$ cat config.mk
export PLATFORM = sky130hd
export DESIGN_NAME = nand_ecc_fixer
export DESIGN_NICKNAME = d
export VERILOG_FILES = /design/src/rtl/ecc_fix_pkg.sv /design/src/rtl/ecc_syndrome_decode.sv /design/src/rtl/ecc_rmw_seq.sv /design/src/rtl/nand_ecc_fixer.sv
export SDC_FILE = /design/constraint.sdc
export NUM_CORES = 1
export LEC_CHECK = 0
export BUFFER_PORTS_ARGS = -buffer_cell sky130_fd_sc_hd__buf_2
export CAP_MARGIN = 25
export CORE_UTILIZATION = 35
export CTS_CLUSTER_DIAMETER = 50
export DETAILED_ROUTE_END_ITERATION = 12
export HOLD_SLACK_MARGIN = 0.05
export MAX_ROUTING_LAYER = met4
export SYNTH_ARGS = -nofsm -noshare
export SYNTH_HDL_FRONTEND = slang
export SYNTH_SLANG_ARGS = --single-unit
$ cat constraint.sdc
create_clock -name clk -period 4.7 [get_ports clk]
set_clock_uncertainty 0.1 [all_clocks]
set_input_delay 0.705 -clock clk [delete_from_list [all_inputs] [get_ports clk]]
set_output_delay 0.705 -clock clk [all_outputs]
set_load 0.03 [all_outputs]
$ cat src/rtl/ecc_fix_pkg.sv
package ecc_fix_pkg;

    localparam int CODE_W       = 24;
    localparam int PAIR_N       = CODE_W / 2;
    localparam int SECTOR_BYTES = 512;
    localparam int IDX_W        = $clog2(SECTOR_BYTES);
    localparam int BIT_W        = 3;

    typedef enum logic [1:0] {
        ST_CLEAN      = 2'b00,
        ST_DATA_FIXED = 2'b01,
        ST_CODE_FIXED = 2'b10,
        ST_FATAL      = 2'b11
    } ecc_status_e;

    typedef enum logic [1:0] {
        SEQ_IDLE,
        SEQ_FETCH,
        SEQ_STORE
    } seq_state_e;

    typedef struct packed {
        ecc_status_e             status;
        logic [IDX_W-1:0]        byte_idx;
        logic [BIT_W-1:0]        bit_idx;
    } ecc_verdict_t;

endpackage

$ cat src/rtl/ecc_syndrome_decode.sv
module ecc_syndrome_decode
    import ecc_fix_pkg::*;
(
    input  logic [CODE_W-1:0] stored_code,
    input  logic [CODE_W-1:0] calc_code,
    output ecc_verdict_t      verdict
);

    // Syndrome positions feeding each index bit, LSB first.
    localparam int BYTE_SRC [IDX_W] = '{9, 11, 13, 15, 1, 3, 5, 7, 17};
    localparam int BIT_SRC  [BIT_W] = '{19, 21, 23};

    logic [CODE_W-1:0] syn;
    logic [PAIR_N-1:0] pair_split;
    logic [IDX_W-1:0]  byte_raw;
    logic [BIT_W-1:0]  bit_raw;
    logic              all_split;
    logic              lone_bit;

    assign syn = stored_code ^ calc_code;

    generate
        for (genvar k = 0; k < PAIR_N; k++) begin : g_pair
            assign pair_split[k] = syn[2*k] ^ syn[2*k+1];
        end
        for (genvar i = 0; i < IDX_W; i++) begin : g_byte
            assign byte_raw[i] = syn[BYTE_SRC[i]];
        end
        for (genvar j = 0; j < BIT_W; j++) begin : g_bit
            assign bit_raw[j] = syn[BIT_SRC[j]];
        end
    endgenerate

    assign all_split = &pair_split;
    assign lone_bit  = $onehot(syn);

    always_comb begin
        verdict.byte_idx = '0;
        verdict.bit_idx  = '0;
        if (syn == '0) begin
            verdict.status = ST_CLEAN;
        end else if (all_split) begin
            verdict.status   = ST_DATA_FIXED;
            verdict.byte_idx = byte_raw;
            verdict.bit_idx  = bit_raw;
        end else if (lone_bit) begin
            verdict.status = ST_CODE_FIXED;
        end else begin
            verdict.status = ST_FATAL;
        end
    end

    // a code-only fault never coincides with a correctable pattern.
    always_comb begin
        if (all_split) begin
            p_split_not_lone_r5: assert ($countones(syn) == PAIR_N);
        end
    end

endmodule

$ cat src/rtl/ecc_rmw_seq.sv
module ecc_rmw_seq
    import ecc_fix_pkg::*;
#(
    parameter bit APPLY_FIX = 1'b1,
    parameter int DATA_W    = 8
) (
    input  logic              clk,
    input  logic              rst_n,
    input  logic              in_valid,
    input  ecc_verdict_t      verdict_in,
    output ecc_verdict_t      verdict_q,
    output logic              done,
    output logic              buf_rd_en,
    output logic              buf_wr_en,
    output logic [IDX_W-1:0]  buf_addr,
    output logic [DATA_W-1:0] buf_wr_data,
    input  logic [DATA_W-1:0] buf_rd_data
);

    localparam logic [DATA_W-1:0] ONE_HOT_LSB = {{(DATA_W-1){1'b0}}, 1'b1};

    seq_state_e state, state_nxt;
    logic       accept;
    logic       done_nxt;
    logic       wants_fix;

    assign wants_fix = APPLY_FIX && (verdict_in.status == ST_DATA_FIXED);

    // State register
    always_ff @(posedge clk) begin
        if (!rst_n) begin
            state <= SEQ_IDLE;
        end else begin
            state <= state_nxt;
        end
    end

    // Transitions and outputs
    always_comb begin
        state_nxt   = state;
        accept      = 1'b0;
        done_nxt    = 1'b0;
        buf_rd_en   = 1'b0;
        buf_wr_en   = 1'b0;
        buf_addr    = verdict_q.byte_idx;
        buf_wr_data = buf_rd_data ^ (ONE_HOT_LSB << verdict_q.bit_idx);
        unique case (state)
            SEQ_IDLE: begin
                if (in_valid) begin
                    accept = 1'b1;
                    if (wants_fix) begin
                        state_nxt = SEQ_FETCH;
                    end else begin
                        done_nxt = 1'b1;
                    end
                end
            end
            SEQ_FETCH: begin
                buf_rd_en = 1'b1;
                state_nxt = SEQ_STORE;
            end
            SEQ_STORE: begin
                buf_wr_en = 1'b1;
                done_nxt  = 1'b1;
                state_nxt = SEQ_IDLE;
            end
            default: state_nxt = SEQ_IDLE;
        endcase
    end

    // Result registers
    always_ff @(posedge clk) begin
        if (!rst_n) begin
            verdict_q <= '{status: ST_CLEAN, byte_idx: '0, bit_idx: '0};
            done      <= 1'b0;
        end else begin
            done <= done_nxt;
            if (accept) begin
                verdict_q <= verdict_in;
            end
        end
    end

    p_quick_done_r1: assert property (@(posedge clk) disable iff (!rst_n)
        (state == SEQ_IDLE && in_valid && !wants_fix) |=> done);

    p_read_then_write_r7: assert property (@(posedge clk) disable iff (!rst_n)
        buf_rd_en |=> (buf_wr_en && buf_addr == $past(buf_addr)));

    p_read_only_for_fix_r5: assert property (@(posedge clk) disable iff (!rst_n)
        buf_rd_en |-> verdict_q.status == ST_DATA_FIXED);

    p_done_after_write_r7: assert property (@(posedge clk) disable iff (!rst_n)
        buf_wr_en |=> done);

    p_busy_holds_result_r9: assert property (@(posedge clk) disable iff (!rst_n)
        (state != SEQ_IDLE) |=> $stable(verdict_q));

    p_no_buffer_when_off_r11: assert property (@(posedge clk) disable iff (!rst_n)
        !APPLY_FIX |-> (!buf_rd_en && !buf_wr_en));

endmodule

$ cat src/rtl/nand_ecc_fixer.sv
module nand_ecc_fixer
    import ecc_fix_pkg::*;
#(
    parameter bit APPLY_FIX = 1'b1,
    parameter int DATA_W    = 8
) (
    input  logic              clk,
    input  logic              rst_n,
    input  logic              code_valid,
    input  logic [CODE_W-1:0] stored_code,
    input  logic [CODE_W-1:0] calc_code,
    output logic              done,
    output logic [1:0]        status,
    output logic [IDX_W-1:0]  err_byte,
    output logic [BIT_W-1:0]  err_bit,
    output logic              buf_rd_en,
    output logic              buf_wr_en,
    output logic [IDX_W-1:0]  buf_addr,
    output logic [DATA_W-1:0] buf_wr_data,
    input  logic [DATA_W-1:0] buf_rd_data
);

    ecc_verdict_t verdict_c;
    ecc_verdict_t verdict_r;

    ecc_syndrome_decode u_decode (
        .stored_code (stored_code),
        .calc_code   (calc_code),
        .verdict     (verdict_c)
    );

    ecc_rmw_seq #(
        .APPLY_FIX (APPLY_FIX),
        .DATA_W    (DATA_W)
    ) u_seq (
        .clk         (clk),
        .rst_n       (rst_n),
        .in_valid    (code_valid),
        .verdict_in  (verdict_c),
        .verdict_q   (verdict_r),
        .done        (done),
        .buf_rd_en   (buf_rd_en),
        .buf_wr_en   (buf_wr_en),
        .buf_addr    (buf_addr),
        .buf_wr_data (buf_wr_data),
        .buf_rd_data (buf_rd_data)
    );

    assign status   = verdict_r.status;
    assign err_byte = verdict_r.byte_idx;
    assign err_bit  = verdict_r.bit_idx;

    p_idx_zero_unless_fixed_r4: assert property (@(posedge clk) disable iff (!rst_n)
        (status != 2'b01) |-> (err_byte == '0 && err_bit == '0));

    p_write_flips_one_bit_r7: assert property (@(posedge clk) disable iff (!rst_n)
        buf_wr_en |-> $countones(buf_wr_data ^ buf_rd_data) == 1);

endmodule

Yosys cells after proc, flatten, opt, wreduce, memory -nomap -nowiden
Index checks and enable logic that the tools add are counted.

Multiplexer cells: 15. Eq/ne operators: 6. Reductions and logical operators: 4. Add/subtract/negate cells: 23. Bitwise operators: 14. Shifts and indexed selects: 1.

Operators with widths (number): 5-bit adder (11); 1-bit by 1-bit adder with 2-bit output (12); 24-bit logical NOT (1); 12-bit two-way mux (2); 24-bit bitwise XOR (1); 12-bit AND reduction (1); 1-bit bitwise XOR (12); 2-bit two-way mux (4); 1-bit by 3-bit << shifter with 8-bit output (first input constant) (1); 8-bit bitwise XOR (1); 1-bit two-way mux (7); 5-bit by 1-bit equality test with 1-bit output (second input constant) (1); 2-bit by 1-bit equality test with 1-bit output (second input constant) (2); 2-bit case mux with 2 select lines (1); 2-bit equality test (second input constant) (1); 2-bit logical NOT (1); 2-bit by 1-bit inequality test with 1-bit output (second input constant) (1); 2-bit inequality test (second input constant) (1); 1-bit case mux with 2 select lines (1); 2-bit AND reduction (1).

Word-level logic and storage cells: 68. Bits in registers: 17. Output and inout port bits: 34. Input bits: 59.

Depth between registers and ports, before layout
Gate-level depths: netlist (run 1).

Depth after elaboration: 14. Depth in mapped cells: 18. Mapped depth without buffers: 18.

By module
A second synthesis (run 1) with hierarchy kept.

Cells, all modules: 223. Area total of the unflattened synthesis: 2023.2 um2.

By module, submodules not included: ecc_syndrome_decode (area an instance 1078.5 um2, times used 1, cells an instance 118); ecc_rmw_seq (area an instance 944.7 um2, times used 1, cells an instance 105).

Worst setup path before layout (run 1)
OpenSTA, ideal clock, no wires.

Path kind: input to register. From: input calc_code[22]. To: register u_seq.verdict_q[12] (netlist name). Setup slack: -318 ps. Arrival time: 4794 ps. Cell stages on the path: 16. Data required time: 4477 ps. Path through: xnor2_1 > inv_1 > ha_1 > fa_1 > inv_1 > fa_1 > fa_1 > fa_1 > inv_1 > fa_1 > ha_1 > fa_1 > xnor2_1 > nand3_1 > a21oi_1 > a31oi_1.

Word-level cells in the longest chain between the ends: 9. Elaborated cells between the ends (all ways): 12. Classes of those cells: add/sub: 4; eq/ne: 1; mux: 3; bitwise: 2; reduce/logical: 2.

RTL lines: start: declaration (RTL line nand_ecc_fixer.sv:11) `input logic [CODE_W-1:0] calc_code,`; 24-bit bitwise XOR * (RTL line ecc_syndrome_decode.sv:20) `assign syn = stored_code ^ calc_code;`; 1-bit by 1-bit adder with 2-bit output (implied by the code) (RTL line ecc_syndrome_decode.sv:35) `assign lone_bit = $onehot(syn);`; 5-bit adder (implied by the code) (3 in series) (RTL line ecc_syndrome_decode.sv:35); 5-bit by 1-bit equality test with 1-bit output (RTL line ecc_syndrome_decode.sv:35); 1-bit two-way mux (RTL line ecc_syndrome_decode.sv:46) `end else if (lone_bit) begin`; 2-bit two-way mux (RTL line ecc_syndrome_decode.sv:42) `end else if (all_split) begin`; 2-bit two-way mux * (RTL line ecc_syndrome_decode.sv:40) `if (syn == '0) begin`; end signal: assignment (RTL line ecc_rmw_seq.sv:74) `verdict_q <= '{status: ST_CLEAN, byte_idx: '0, bit_idx: '0};`; end signal: assignment (RTL line ecc_rmw_seq.sv:79) `verdict_q <= verdict_in;`; end: declaration (RTL line ecc_rmw_seq.sv:11) `output ecc_verdict_t verdict_q,`.

Every way passes the cells marked *; elsewhere a longest branch is shown, timed or not. A chain may end at the register's enable or synchronous reset.

Worst setup path in the final report (run 1)
From: input calc_code[2]. To: register u_seq.verdict_q[12] (netlist name).

Word-level cells in the longest chain between the ends: 10. Elaborated cells between the ends (all ways): 13. Classes of those cells: add/sub: 5; eq/ne: 1; mux: 3; bitwise: 2; reduce/logical: 2.

RTL lines (RTL line): 24-bit bitwise XOR * (ecc_syndrome_decode.sv:20); 1-bit by 1-bit adder with 2-bit output (implied by the code) (ecc_syndrome_decode.sv:35); 5-bit adder (implied by the code) (4 in series) (ecc_syndrome_decode.sv:35); 5-bit by 1-bit equality test with 1-bit output (ecc_syndrome_decode.sv:35); 1-bit two-way mux (ecc_syndrome_decode.sv:46); 2-bit two-way mux (ecc_syndrome_decode.sv:42); 2-bit two-way mux * (ecc_syndrome_decode.sv:40).

Marks and branches as above.

==> results of run 1 <==
==> path summary, 6_finish.rpt <==
check	depth (start not counted)	from	slack (ns)	end
worst max register to register	3	u_seq.state[1]	3.21	u_seq.verdict_q[12]
worst min-delay path	1	u_seq.verdict_q[13]	0.39	u_seq.verdict_q[13]
worst min register to register	1	u_seq.verdict_q[13]	0.39	u_seq.verdict_q[13]
worst max-delay path	18	calc_code[2]	-0.15	u_seq.verdict_q[12]
==> logic make-up (layout without fill, tap and decap cells) <==
family	Yosys count	count (layout)	synth area share, %
buf+inv	71	165	14.8
simple gates	28	28	8.77
fa+ha+maj	50	50	36.9
compound gates	20	20	8.89
xor+xnor	34	34	14.3
flops	17	17	16.3
==> report_power, final <==
| group | switching (uW) | total (uW) | internal, uW |
|---|---|---|---|
| registers | 3.17 | 153 | 149 |
| logic | 561 | 1080 | 524 |
| clock network | 56.2 | 115 | 59.0 |
==> worst max-delay path, stage by stage <==
cell and delay, ns:
buf_2 0.10, xor2_1 0.18, ha_1 0.32, inv_2 0.05, fa_2 0.54, inv_1 0.05
fa_1 0.48, inv_1 0.05, fa_2 0.34, fa_1 0.50, inv_1 0.05, fa_1 0.54
ha_2 0.19, fa_1 0.41, nor2_1 0.10, nand3_1 0.08, a21oi_1 0.11, a31oi_1 0.09
==> layer usage <==
layer	routed length [um]	vias to the layer above	track usage, %
li1	-	851	-
met1	1890	731	18.4
met2	1950	62	22.8
met3	268	5	2.30
met4	29	0	2.73
met5	0	-	-
==> state kept, by name, summed over array words and instances (netlist names) <==
register and flops:
u_seq.buf_addr 9, u_seq.done 1, u_seq.state 2, u_seq.verdict_q 5
==> area by class of cell <==
class,count,area share [%]
Tap cell,72,3.26
Multi-Input combinational cell,132,55.1
Sequential cell,17,12.3
Clock buffer,3,1.49
Timing Repair Buffer,104,19.9
Inverter,57,7.73
Clock inverter,1,0.181
==> stage by stage <==
step | setup TNS, ns | instances | hold WS (ns) | power (uW)
3_5_place_dp | -0.448 | 380 | 0.368 | 1260
5_1_grt | -0.334 | 386 | 0.391 | 1570
3_3_place_gp | -0.373 | 380 | 0.365 | 1220
4_1_cts | -0.160 | 386 | 0.385 | 1390
2_1_floorplan | -0.160 | 220 | 0.352 | 1020
6_report | -0.147 | 386 | 0.387 | 1350
==> timing repair <==
action	in CTS	in global routing
gates resized for setup	0	2
buffers inserted	2	0
endpoints found under the setup margin	1	1
pin swaps	2	0
gates cloned	0	0
==> cell usage in the layout, fill, tap and decap left out <==
| cell type | instances |
|---|---|
| nor4b_1 | 1 |
| o31ai_4 | 1 |
| ha_4 | 1 |
| nand2_1 | 2 |
| clkinv_2 | 1 |
| nand3_1 | 3 |
| nand4_2 | 1 |
| ha_2 | 2 |
| dfxtp_1 | 17 |
| o31a_1 | 1 |
| and2_1 | 1 |
| a21boi_0 | 1 |
| nor2_4 | 1 |
| nand4_1 | 4 |
| and4bb_2 | 1 |
| xor2_1 | 20 |
| xnor2_2 | 1 |
| or3_4 | 1 |
| buf_2 | 92 |
| a22o_1 | 5 |
| a22o_2 | 8 |
| a21oi_1 | 2 |
| a21o_1 | 1 |
| inv_2 | 1 |
| fa_1 | 15 |
| buf_4 | 12 |
| clkbuf_8 | 3 |
| xor2_2 | 5 |
| nor3_1 | 3 |
| fa_2 | 4 |
| nor3b_1 | 2 |
| ha_1 | 28 |
| xnor2_4 | 1 |
| inv_1 | 56 |
| xnor2_1 | 7 |
| nand3b_1 | 2 |
| nor2b_1 | 2 |
| nor2_1 | 4 |
| a31oi_1 | 1 |
==> results.sh, run 1 <==
export IMPL_final_period_minus_worst_setup_slack_ns=4.85
export IMPL_clkTransAtPathRegs_ns=0.07
export IMPL_worst_slew_pin_slew_ns=0.637
export IMPL_timing_max_transition_violations_final=0
export IMPL_ir_drop_mv=0.437
export IMPL_number_of_placement_rows=27
export IMPL_min_period_over_period_pct=103
export IMPL_synth_lib_cells_used_distinct=32
export IMPL_io_pins=93
export IMPL_die_area_mm2=0.00626
export IMPL_detailed_place_area_mm2=0.00270
export IMPL_fraction_of_layout_cells_with_a_size_suffix_above_1_pct=43.3
export IMPL_setup_slack_ns=-0.147
export IMPL_area_share_of_the_largest_cell_type_after_synthesis_pct=18.6
export IMPL_synth_sequential_area_ratio_pct=16.3
export IMPL_fp_dieH_um=79.2
export IMPL_hold_path_class="reg2reg"
export IMPL_track_usage_pct=14.0
export IMPL_ys_ff_latch=17
export IMPL_fmax_mhz=206
export IMPL_drt_initial_drc_count=32
export IMPL_cts_max_path_buffers=2
export IMPL_seqCellArea_um2=340
export IMPL_dieWidth_um=79.2
export IMPL_synth_largest_area_cell="ha_1"
export IMPL_wl_per_cell_um=10.7
export IMPL_areaGrowthSynthToFinish_pct=32.8
export IMPL_power_per_cell_area_mw_per_mm2=489
export IMPL_global_route_overflow_total=0
export IMPL_synth_edff_count=0
export IMPL_nNetsFinal=424
export IMPL_final_setup_viol_count=1
export IMPL_antenna_found_initial=0
export IMPL_drt_total_wl_um=4140
export IMPL_clkSinkCount=17
export IMPL_drt_pass1_iter_count=4
export IMPL_root_buffer="clkbuf_8"
export IMPL_clock_insertion_delay_worst_skew_ns=0.26
export IMPL_cts_buffers_inserted=3
export IMPL_global_route_wire_length_before_repair_um=6600
export IMPL_detailedPlace_worstSlack_ns=-0.448
export IMPL_critical_path_required_ns=4.74
export IMPL_dp_final_hpwl_um=3650
export IMPL_synthMostInstantiatedCell="inv_1"
export IMPL_mappedNetlistArea_mm2=0.00208
export IMPL_synth_area_leaders="ha_1, fa_1, dfxtp_1"
export IMPL_effective_utilization_at_floorplan_pct=37.1
export IMPL_placeableCoreArea_mm2=0.00561
export IMPL_drtAntennaViolNets=0
export IMPL_synth_top_flop_cell="dfxtp_1"
export IMPL_hold_buffers=0
export IMPL_final_cell_area_mm2=0.00277
export IMPL_synthTopCellsByCount="inv_1, ha_1, xor2_1"
export IMPL_n_fill_cell=563
export IMPL_start_kind="input port"
export IMPL_outcome="finished, violations left"
export IMPL_ctsHtreeMaxLevel=1
export IMPL_maxCapViolCount=0
export IMPL_grt_start_max_net_pins=16
export IMPL_mappedNetlistNets=329
export IMPL_vias=1649
export IMPL_critical_path_peak_fanout=2
export IMPL_hold_fails_final_rpt=0
export IMPL_rsz0062_at_grt="yes"
export IMPL_gp_routability_congestion=0.778
export IMPL_yosysWarningCount=0
export IMPL_drt_drc_violations_left=0
export IMPL_final_core_util_pct=49.3
export IMPL_multi_input_comb_area_mm2=0.00153
export IMPL_critPathKind="in2reg"
export IMPL_netlist_instances=220
export IMPL_syn_mean_instance_area_um2=9.47
export IMPL_end_kind="flop"
export IMPL_tritoncts="done"
export IMPL_num_antenna_cells=0
export IMPL_port_buffer_count=92
export IMPL_violations="setup timing"
export IMPL_first_global_vias=1476
export IMPL_async_set_reset_flop_share_out_of_synthesis_pct=0
export IMPL_crit_arrival_ns=4.89
export IMPL_max_slew_margin_rel_pct=57.5
export IMPL_route_detailed_vias_per_inst=4.27
export IMPL_leakage_uw=0.00156
Note: power is estimated with default switching activity, not from simulation.
==> run 2: changes to the inputs <==
- CORE_MARGIN: not set -> 2
- clock period: 4.7 -> 5.95 ns (I/O delays scaled with it)
==> run 2 against run 1 <==
Net effect: the run now ends clean; flip-flop and latch count unchanged; routed wire length down 1.8%; non-clock buffer count down 12; sequential share of layout area up 0.84 points; critical path depth up 1; clock-buffer cell count unchanged; global-route usage down 0.68 points; die area up 5.1%; worst hold slack worse by 0.0012 ns; register-to-register slack better by 1.3 ns; setup slack better by 0.79 ns; design area down 6.4%; critical path type unchanged.
==> results.sh, run 2 (synthesized netlist as in run 1, its figures left out) <==
export IMPL_end_kind="flop"
export IMPL_crit_arrival_ns=5.34
export IMPL_fp_dieH_um=81.2
export IMPL_rr_endpoint="u_seq.verdict_q[12]"
export IMPL_final_setup_tns_ns=0
export IMPL_setup_worst_path_end="u_seq.verdict_q[12]"
export IMPL_io_pins=93
export IMPL_cp_slowest_cell="fa_1"
export IMPL_root_buffer="clkbuf_8"
export IMPL_areaGrowthSynthToFinish_pct=24.3
export IMPL_track_usage_pct=13.3
export IMPL_worst_r2r_startpoint="u_seq.state[1]"
export IMPL_drt_pass1_iter_count=4
export IMPL_hold_path_class="reg2reg"
export IMPL_hold_buffers=0
export IMPL_mostFrequentLayoutCell="buf_2"
export IMPL_grt_start_max_net_pins=16
export IMPL_timing_max_transition_violations_final=0
export IMPL_critical_path_required_ns=5.98
export IMPL_drt_initial_drc_count=51
export IMPL_fraction_of_layout_cells_with_a_size_suffix_above_1_pct=36.1
export IMPL_crit_buf_inv=6
export IMPL_setup_slack_ns=0.643
export IMPL_global_route_overflow_total=0
export IMPL_hold_fails_final_rpt=0
export IMPL_start_kind="input port"
export IMPL_route_detailed_vias_per_inst=4.34
export IMPL_critical_path_peak_fanout=3
export IMPL_clkSinkCount=17
export IMPL_cts_max_path_buffers=2
export IMPL_tritoncts="done"
export IMPL_crit_path_max_incr_delay_ns=0.51
export IMPL_max_slew_margin_rel_pct=62.5
export IMPL_worstSetupStartpoint="calc_code[9]"
export IMPL_drt_drc_violations_left=0
export IMPL_fmax_mhz=188
export IMPL_cts_post_setup_buffers_inserted=0
export IMPL_maxCapViolCount=0
export IMPL_rsz0062_at_grt="no"
export IMPL_worst_r2r_cell_count=3
export IMPL_vias=1636
export IMPL_leakage_uw=0.00149
export IMPL_n_fill_cell=602
export IMPL_top_library_cells_by_usage_in_the_layout_fill_and_taps_aside="buf_2, inv_1, ha_1, xor2_1, fa_1"
export IMPL_post_cts_resized_instances=0
export IMPL_port_buffer_count=92
export IMPL_cp_cell_sequence="buf_2 -> xor2_1 -> inv_1 -> ha_1 -> inv_1 -> fa_1 -> inv_1 -> fa_1 -> inv_1 -> fa_1 -> fa_1 -> inv_1 -> fa_1 -> ha_1 -> fa_1 -> xnor2_1 -> nand3_1 -> a21oi_1 -> a31oi_1"
export IMPL_nNetsFinal=412
export IMPL_dieWidth_um=81.2
export IMPL_min_period_over_period_pct=89.2
export IMPL_num_antenna_cells=0
export IMPL_final_core_util_pct=44.2
export IMPL_worst_slew_pin_slew_ns=0.563
export IMPL_largest_register_ffs=9
export IMPL_power_per_cell_area_mw_per_mm2=409
export IMPL_effective_utilization_at_floorplan_pct=35.6
export IMPL_gp_routability_congestion=0.843
export IMPL_final_setup_viol_count=0
export IMPL_outcome="completed"
export IMPL_die_area_mm2=0.00659
export IMPL_global_route_wire_length_before_repair_um=6680
export IMPL_final_period_minus_worst_setup_slack_ns=5.31
export IMPL_critPathKind="in2reg"
export IMPL_wl_per_cell_um=10.8
export IMPL_dp_final_hpwl_um=3680
export IMPL_detailed_place_area_mm2=0.00254
export IMPL_ir_drop_mv=0.345
export IMPL_placeableCoreArea_mm2=0.00585
export IMPL_cp_top_family="adder cells"
export IMPL_timing_critical_path_depth=19
export IMPL_finalHoldWorstSlack_ns=0.386
export IMPL_cts_buffers_inserted=3
export IMPL_drtAntennaViolNets=0
export IMPL_clkTransAtPathRegs_ns=0.06
export IMPL_clock_insertion_delay_worst_skew_ns=0.25
export IMPL_reg2reg_setup_slack_ns=4.53
export IMPL_detailedPlace_worstSlack_ns=0.360
export IMPL_drt_total_wl_um=4070
export IMPL_antenna_found_initial=0
export IMPL_first_global_vias=1514
export IMPL_path_common_cell="fa_1"
export IMPL_final_cell_area_mm2=0.00259
export IMPL_ctsHtreeMaxLevel=1
export IMPL_number_of_placement_rows=28
==> run 2: final cells by class <==
type	instances	area, um^2	area share [%]
tap	75	93.8	3.62
inverter	57	214	8.26
clock buffer	3	41.3	1.59
timing repair buffer	92	460	17.8
multi-input combinational	132	1430	55.4
clock inverter	1	5.00	0.193
sequential	17	340	13.1
==> run 2: power by group <==
group / total, uW / switching [uW] / internal, uW
registers: 121 / 2.79 / 118
clock network: 85.4 / 39.0 / 46.4
logic: 854 / 460 / 393
total: 1060 / 502 / 558
==> run 2: per-stage QoR <==
stage | instances | total power [uW]
6_report | 377 | 1060
2_1_floorplan | 220 | 791
3_5_place_dp | 373 | 980
3_3_place_gp | 373 | 944
5_1_grt | 377 | 1230
4_1_cts | 377 | 1080
==> run 2: worst min path at each step <==
stage	startpoint	endpoint	slack (ns)	depth (start not counted)
global route	u_seq.buf_addr[6]	u_seq.buf_addr[6]	0.41	1
CTS	u_seq.verdict_q[13]	u_seq.verdict_q[13]	0.39	1
detailed placement	u_seq.verdict_q[13]	u_seq.verdict_q[13]	0.37	1
global placement	u_seq.verdict_q[13]	u_seq.verdict_q[13]	0.37	1
floorplan	u_seq.state[0]	u_seq.done	0.35	1
finish	u_seq.verdict_q[13]	u_seq.verdict_q[13]	0.39	1
==> run 2: layer usage <==
layer / up-vias / part of all wire (%) / global-route usage (%)
li1: 835 / - / -
met3: 4 / 4.1 / 0.667
met5: - / 0 / -
met4: 0 / 0.86 / 4.24
met1: 761 / 44 / 17.1
met2: 36 / 51 / 22.6
==> run 2: worst reg2reg max path, delay by kind of cell, from the launching register on <==
family          cells  cell delay (ns)
flops               1             0.40
compound gates      3             0.85
